**config.mk**
```make
export PLATFORM = sky130hd
export DESIGN_NAME = mtx_frame_tx
export DESIGN_NICKNAME = d
export VERILOG_FILES = /design/src/rtl/mtx_pkg.sv /design/src/rtl/mtx_half_timer.sv /design/src/rtl/mtx_shift_reg.sv /design/src/rtl/mtx_frame_fsm.sv /design/src/rtl/mtx_frame_tx.sv
export SDC_FILE = /design/constraint.sdc
export NUM_CORES = 1
export LEC_CHECK = 0
export BUFFER_PORTS_ARGS = -buffer_cell sky130_fd_sc_hd__buf_2
export CAP_MARGIN = 40
export CORE_MARGIN = 5
export CORE_UTILIZATION = 35
export CTS_CLUSTER_DIAMETER = 200
export DETAILED_ROUTE_END_ITERATION = 6
export GPL_TIMING_DRIVEN = 1
export HOLD_SLACK_MARGIN = 0.06
export PLACE_DENSITY = 0.54
export SYNTH_ARGS = -nofsm -noshare
export SYNTH_HDL_FRONTEND = slang
export SYNTH_HIERARCHICAL = 1
export SYNTH_SLANG_ARGS = --single-unit
```
**constraint.sdc**
```tcl
create_clock -name clk -period 2.74 [get_ports clk]
set_clock_uncertainty 0.15 [all_clocks]
set_input_delay 0.137 -clock clk [delete_from_list [all_inputs] [get_ports clk]]
set_output_delay 0.137 -clock clk [all_outputs]
set_load 0.01 [all_outputs]
```
**src/rtl/mtx_pkg.sv**
```systemverilog
package mtx_pkg;

    typedef enum logic [1:0] {
        ST_IDLE   = 2'd0,
        ST_START  = 2'd1,
        ST_SYNC   = 2'd2,
        ST_ENCODE = 2'd3
    } tx_state_e;

endpackage

```
**src/rtl/mtx_half_timer.sv**
```systemverilog
module mtx_half_timer #(
    parameter int HALF_CLKS = 4
) (
    input  logic clk,
    input  logic rst_n,
    input  logic run_i,
    output logic tick_o
);
    localparam int CW = (HALF_CLKS > 1) ? $clog2(HALF_CLKS) : 1;
    localparam logic [CW-1:0] LAST = CW'(HALF_CLKS - 1);

    typedef struct packed {
        logic [CW-1:0] cnt;
    } tmr_t;

    tmr_t r_d, r_q;

    always_comb begin
        r_d = r_q;
        if (!run_i || r_q.cnt == LAST) begin
            r_d.cnt = '0;
        end else begin
            r_d.cnt = r_q.cnt + 1'b1;
        end
    end

    always_ff @(posedge clk) begin
        if (!rst_n) begin
            r_q <= '0;
        end else begin
            r_q <= r_d;
        end
    end

    assign tick_o = run_i && (r_q.cnt == LAST);

endmodule

```
**src/rtl/mtx_shift_reg.sv**
```systemverilog
module mtx_shift_reg #(
    parameter int DATA_W = 8
) (
    input  logic              clk,
    input  logic              rst_n,
    input  logic              load_i,
    input  logic              shift_i,
    input  logic [DATA_W-1:0] data_i,
    output logic              msb_o
);
    typedef struct packed {
        logic [DATA_W-1:0] sr;
    } shr_t;

    shr_t r_d, r_q;

    always_comb begin
        r_d = r_q;
        if (load_i) begin
            r_d.sr = data_i;
        end else if (shift_i) begin
            r_d.sr = {r_q.sr[DATA_W-2:0], 1'b0};
        end
    end

    always_ff @(posedge clk) begin
        if (!rst_n) begin
            r_q <= '0;
        end else begin
            r_q <= r_d;
        end
    end

    assign msb_o = r_q.sr[DATA_W-1];

endmodule

```
**src/rtl/mtx_frame_fsm.sv**
```systemverilog
module mtx_frame_fsm
    import mtx_pkg::*;
#(
    parameter int DATA_W = 8
) (
    input  logic      clk,
    input  logic      rst_n,
    input  logic      send_i,
    input  logic      tick_i,
    output tx_state_e state_o,
    output logic      phase_o,
    output logic      load_o,
    output logic      shift_o,
    output logic      done_o
);
    localparam int BW = (DATA_W > 1) ? $clog2(DATA_W) : 1;
    localparam logic [BW-1:0] LAST_BIT = BW'(DATA_W - 1);

    typedef struct packed {
        tx_state_e     state;
        logic          phase;
        logic [BW-1:0] bitcnt;
        logic          done;
    } fsm_t;

    fsm_t r_d, r_q;
    logic load_d, shift_d;

    always_comb begin
        r_d      = r_q;
        r_d.done = 1'b0;
        load_d   = 1'b0;
        shift_d  = 1'b0;
        unique case (r_q.state)
            ST_IDLE: begin
                if (send_i) begin
                    r_d.state  = ST_START;
                    r_d.phase  = 1'b0;
                    r_d.bitcnt = '0;
                    load_d     = 1'b1;
                end
            end
            default: begin
                if (tick_i) begin
                    if (!r_q.phase) begin
                        r_d.phase = 1'b1;
                    end else begin
                        r_d.phase = 1'b0;
                        unique case (r_q.state)
                            ST_START: r_d.state = ST_SYNC;
                            ST_SYNC: begin
                                r_d.state  = ST_ENCODE;
                                r_d.bitcnt = '0;
                            end
                            default: begin
                                shift_d = 1'b1;
                                if (r_q.bitcnt == LAST_BIT) begin
                                    r_d.state = ST_IDLE;
                                    r_d.done  = 1'b1;
                                end else begin
                                    r_d.bitcnt = r_q.bitcnt + 1'b1;
                                end
                            end
                        endcase
                    end
                end
            end
        endcase
    end

    always_ff @(posedge clk) begin
        if (!rst_n) begin
            r_q <= '{state: ST_IDLE, phase: 1'b0, bitcnt: '0, done: 1'b0};
        end else begin
            r_q <= r_d;
        end
    end

    assign state_o = r_q.state;
    assign phase_o = r_q.phase;
    assign done_o  = r_q.done;
    assign load_o  = load_d;
    assign shift_o = shift_d;

endmodule

```
**src/rtl/mtx_frame_tx.sv**
```systemverilog
module mtx_frame_tx
    import mtx_pkg::*;
#(
    parameter int DATA_W    = 8,
    parameter int HALF_CLKS = 4
) (
    input  logic              clk,
    input  logic              rst_n,
    input  logic              send_i,
    input  logic [DATA_W-1:0] data_i,
    output logic              line_o,
    output logic              busy_o,
    output logic              done_o,
    output logic [1:0]        state_o
);
    tx_state_e st;
    logic      phase, load, shift, tick, msb, running;

    assign running = (st != ST_IDLE);

    mtx_half_timer #(.HALF_CLKS(HALF_CLKS)) u_timer (
        .clk    (clk),
        .rst_n  (rst_n),
        .run_i  (running),
        .tick_o (tick)
    );

    mtx_frame_fsm #(.DATA_W(DATA_W)) u_fsm (
        .clk     (clk),
        .rst_n   (rst_n),
        .send_i  (send_i),
        .tick_i  (tick),
        .state_o (st),
        .phase_o (phase),
        .load_o  (load),
        .shift_o (shift),
        .done_o  (done_o)
    );

    mtx_shift_reg #(.DATA_W(DATA_W)) u_shift (
        .clk     (clk),
        .rst_n   (rst_n),
        .load_i  (load),
        .shift_i (shift),
        .data_i  (data_i),
        .msb_o   (msb)
    );

    always_comb begin
        unique case (st)
            ST_IDLE:   line_o = 1'b1;
            ST_START:  line_o = 1'b0;
            ST_SYNC:   line_o = ~phase;
            default:   line_o = msb ^ phase;
        endcase
    end

    assign busy_o  = running;
    assign state_o = st;

endmodule

```
==> summary.md <==
| Metric | Value |
|---|---|
| Outcome | `completed` |
| Vert. Die Dim | `62.50 um` |
| Vias in the first global route | `702` |
| Kind of critical path | `reg -> reg` |
| Total Neg Setup Slack | `0 ns` |
| Post-CTS Setup Repair Bufs | `0` |
| Worst min-delay path endpoint | `u_fsm/state_o[1]` |
| Cell area after synthesis | `964.7 um^2` |
| CTS tree | `yes` |
| Inst Count DP | `131` |
| Drt pass-1 iters | `4` |
| Most frequently used flop master after synthesis | `sky130_fd_sc_hd__dfxtp_1` |
| Post-CTS clock slew at the launch and capture registers of the worst setup and hold paths | `0.11 ns` |
| Total of flip-flops plus latches after synthesis | `17` |
| Cell type with the highest aggregate area in the netlist | `sky130_fd_sc_hd__dfxtp_1` |
| Net count after synthesis | `107` |
| Routed met1 length | `880 um` |
| Total setup violations reported at the end of the flow | `0` |
| Post-layout net count | `130` |
| Highest achievable clock rate | `478.0 MHz` |
| Net switching share of the total power | `25.54%` |
| GRT Resource Usage Total | `9.866%` |
| Clock share of power | `28.3%` |
| Number of standard-cell rows in the floorplan | `19` |
| Critical path, cell by cell | `inv_1, ha_1, nand3b_4, nor2_1, buf_4, mux2_4, o211a_1` |
| Placed wire-length estimate after detailed placement | `1.239 mm` |
| Final Max Tran Viols | `0` |
| Commonest cells in the netlist | `sky130_fd_sc_hd__dfxtp_1 (17), sky130_fd_sc_hd__nand2b_1 (8), sky130_fd_sc_hd__mux2_4 (7), sky130_fd_sc_hd__o211a_1 (7), sky130_fd_sc_hd__ha_1 (6)` |
| Cells on Worst Hold Path | `4` |
| Maximum number of pins on one net before global-route repair | `21` |
| Final Hold Violating Endpoints | `0` |
| Via count | `701` |
| # diodes | `0` |
| Dominant cell by count in the synthesized netlist | `sky130_fd_sc_hd__dfxtp_1` |
| Syn. warnings | `6` |
| Number of cells on the worst reg-to-reg path | `7` |
| Minimum period implied by the final worst setup slack | `2.092 ns` |
| Initial detailed-routing violation count | `15` |
| Post-synth cell types | `34` |
| Number of antenna violations at the first check in global routing | `0` |
| Clock H-tree levels | `1` |
| RSZ-0062 raised after global routing | `false` |
| Latest clock arrival within the worst-skew pair | `0.30 ns` |
| Routed Wire Length | `1.840 mm` |
| Area growth syn-to-layout | `19.71%` |
| Number of buffers inserted by port buffering | `15` |
| Critical Path Start Type | `flop` |
| Area of the core | `2710 um^2` |
| Largest cells by area after synthesis | `sky130_fd_sc_hd__dfxtp_1 (35%), sky130_fd_sc_hd__mux2_4 (11%), sky130_fd_sc_hd__ha_1 (7.8%), sky130_fd_sc_hd__o211a_1 (7.3%), sky130_fd_sc_hd__nand2b_1 (5.2%)` |
| R2R Path Start | `u_fsm/state_o[0]` |
| Wire length on met3 | `97 um` |
| Logic gate share of total power | `16.5%` |
| Hold Crit Class | `in -> reg` |
| Average vias per placed instance | `4.902` |
| Required @ worst endpoint | `2.78 ns` |
| First-pass GRT wire length | `3.153 mm` |
| Gate count after technology mapping | `90` |
| Remaining number of nets flagged by the antenna check after routing | `0` |
| Storage element area | `340.3 um^2` |
| Placement Cell Area | `1047 um^2` |
| Number of top-level pins | `16` |
| IR Drop Worst-Case VDD | `0.0002950 V` |
| Worst-Margin Slew | `0.4672 ns` |
| Synth async-reset ratio | `0%` |
| Library cell contributing the largest single delay on the critical path | `sky130_fd_sc_hd__dfxtp_1` |
| Areal power density over the cells | `420.4 nW/um^2` |
| Per-instance average area after synthesis | `10.72 um^2` |
| Maximum buffer depth of the clock tree | `2` |
| Static Leakage | `0.6022 nW` |
| Worst R2R End | `u_shift/r_q[2]` |
| Per-cell routed wire length | `12.87 um` |
| Number of cells in the finished layout apart from fillers | `143` |
| TritonCTS buffer count | `3` |
| Filler Cell Count | `281` |
| Sequential area share after synthesis | `35.28%` |
| Uppermost routed layer | `met4` |
| Multi-input logic area | `574.3 um^2` |
| Worst setup slack for register-to-register paths | `0.65 ns` |
| CP Capture Type | `flop` |
| Starting density of the core | `35.60%` |
| Root Buffer | `sky130_fd_sc_hd__clkbuf_4` |
| Number of design rule violations left after detail routing | `0` |
| Crit path DAT | `2.13 ns` |
| Share of cells above drive strength 1 | `30.36%` |
| Max-cap violation count | `0` |
| Final cell area excluding filler cells | `1155 um^2` |
| Global route overflow | `0` |
| Die Area | `3906 um^2` |
| Number of clock sinks | `17` |
| Fraction of power consumed by sequential logic | `55.2%` |
| Slew headroom | `68.82%` |
| Detailed-routed wire length on met2 | `843 um` |
| Count of instances resized after the clock tree is built | `0` |
| P_sw | `0.0001240 W` |
| Number of enable-type register cells in the synthesized netlist | `0` |
| Delay of the slowest critical-path stage | `0.45 ns` |
| Hold Startpoint | `send_i` |
| Die Wd | `62.50 um` |
| Final GP Congestion | `0.8331` |
| Worst-path fanout max | `9` |
| Fraction of post-synthesis cell area in the top cell type by area | `35.28%` |
| P_int | `0.0003615 W` |
| Part of the cycle the worst path needs | `76.35%` |
-- per-stage QoR --
step | worst slack, ns | util (%) | hold WS, ns | total power (W)
final | 0.6479 | 42.61 | 0.06406 | 0.0004855
after floorplan | 0.7247 | - | 0.1297 | 0.0003275
after global placement | 0.7035 | 38.64 | 0.2614 | 0.0003441
after global routing | 0.5357 | 42.61 | 0.07842 | 0.0005173
after CTS | 0.6359 | 42.61 | 0.06397 | 0.0004937
after detailed placement | 0.6717 | 38.64 | 0.2523 | 0.0003452
-- sequential cells by signal (all words and copies together), names as in the netlist --
register	count
u_shift/r_q	8
u_fsm/r_q	3
u_fsm/state_o	2
u_timer/r_q	2
u_fsm/done_o	1
u_fsm/phase_o	1
-- critical path, delay by kind of cell, from the launching register on --
kind	cells	cell delay (ns)
adders and majority gates	1	0.28
muxes	1	0.31
DFF	1	0.45
and+or+nand+nor	2	0.29
buffers and inverters	2	0.29
AOI/OAI and AO/OA	1	0.20
-- metal layers --
layer	vias up	GRT usage, %
li1	371	-
met1	317	11.97
met2	11	15.03
met3	2	5.036
met4	0	3.183
met5	-	0
-- cells by family (layout without fill, tap and decap cells) --
group | after synthesis | count (layout) | synth area share (%)
multiplexers | 11 | 11 | 15.18
buffers and inverters | 9 | 31 | 5.187
flip-flops | 17 | 17 | 35.28
adder cells (fa/ha/maj) | 6 | 6 | 7.782
AO/OA/AOI/OAI | 16 | 16 | 15.05
AND/OR/NAND/NOR | 31 | 31 | 21.53
-- final cells by class --
type,instances,share of cell area [%]
multi-input combinational,64,49.73
sequential,17,29.47
timing repair buffer,24,14.08
tap,31,3.359
clock buffer,3,1.950
inverter,3,0.9751
clock inverter,1,0.4334
-- worst max path at each step --
| stage | from | to | slack (ns) | depth (start not counted) |
|---|---|---|---|---|
| finish | u_fsm/state_o[0] | u_shift/r_q[2] | 0.65 | 7 |
| global route | u_fsm/state_o[0] | u_shift/r_q[2] | 0.54 | 7 |
| CTS | u_fsm/state_o[0] | u_shift/r_q[2] | 0.64 | 7 |
| detailed placement | u_fsm/state_o[0] | u_shift/r_q[5] | 0.67 | 7 |
| global placement | u_fsm/state_o[0] | u_shift/r_q[1] | 0.70 | 7 |
| floorplan | u_fsm/state_o[0] | u_shift/r_q[1] | 0.72 | 8 |
-- power groups by stage --
| stage | registers [W] | logic [W] | clock network, W |
|---|---|---|---|
| floorplan | 0.000270 | 0.0000574 | 0 |
| global placement | 0.000273 | 0.0000713 | 0 |
| detailed placement | 0.000273 | 0.0000719 | 0 |
| CTS | 0.000268 | 0.0000810 | 0.000145 |
| global route | 0.000269 | 0.0000883 | 0.000160 |
| finish | 0.000268 | 0.0000801 | 0.000138 |
-- placed cells by master, fill, tap and decap left out, drive strengths merged, types with 2 or more instances in the layout --
master       instances
mux2i                3
nand2b               8
a21boi               2
nand3                2
nor2                 5
inv                  3
buf                 16
o211a                7
nand2                5
mux2                 8
nand3b               2
and4bb               2
clkbuf               3
and3                 2
ha                   6
dlygate4sd3          8
dfxtp               17
-- what timing repair did --
action	4_1_cts	5_1_grt
hold buffers	8	0
endpoints found under the hold margin	8	0
setup endpoints to repair	0	0
(Power assumes the default switching activity.)
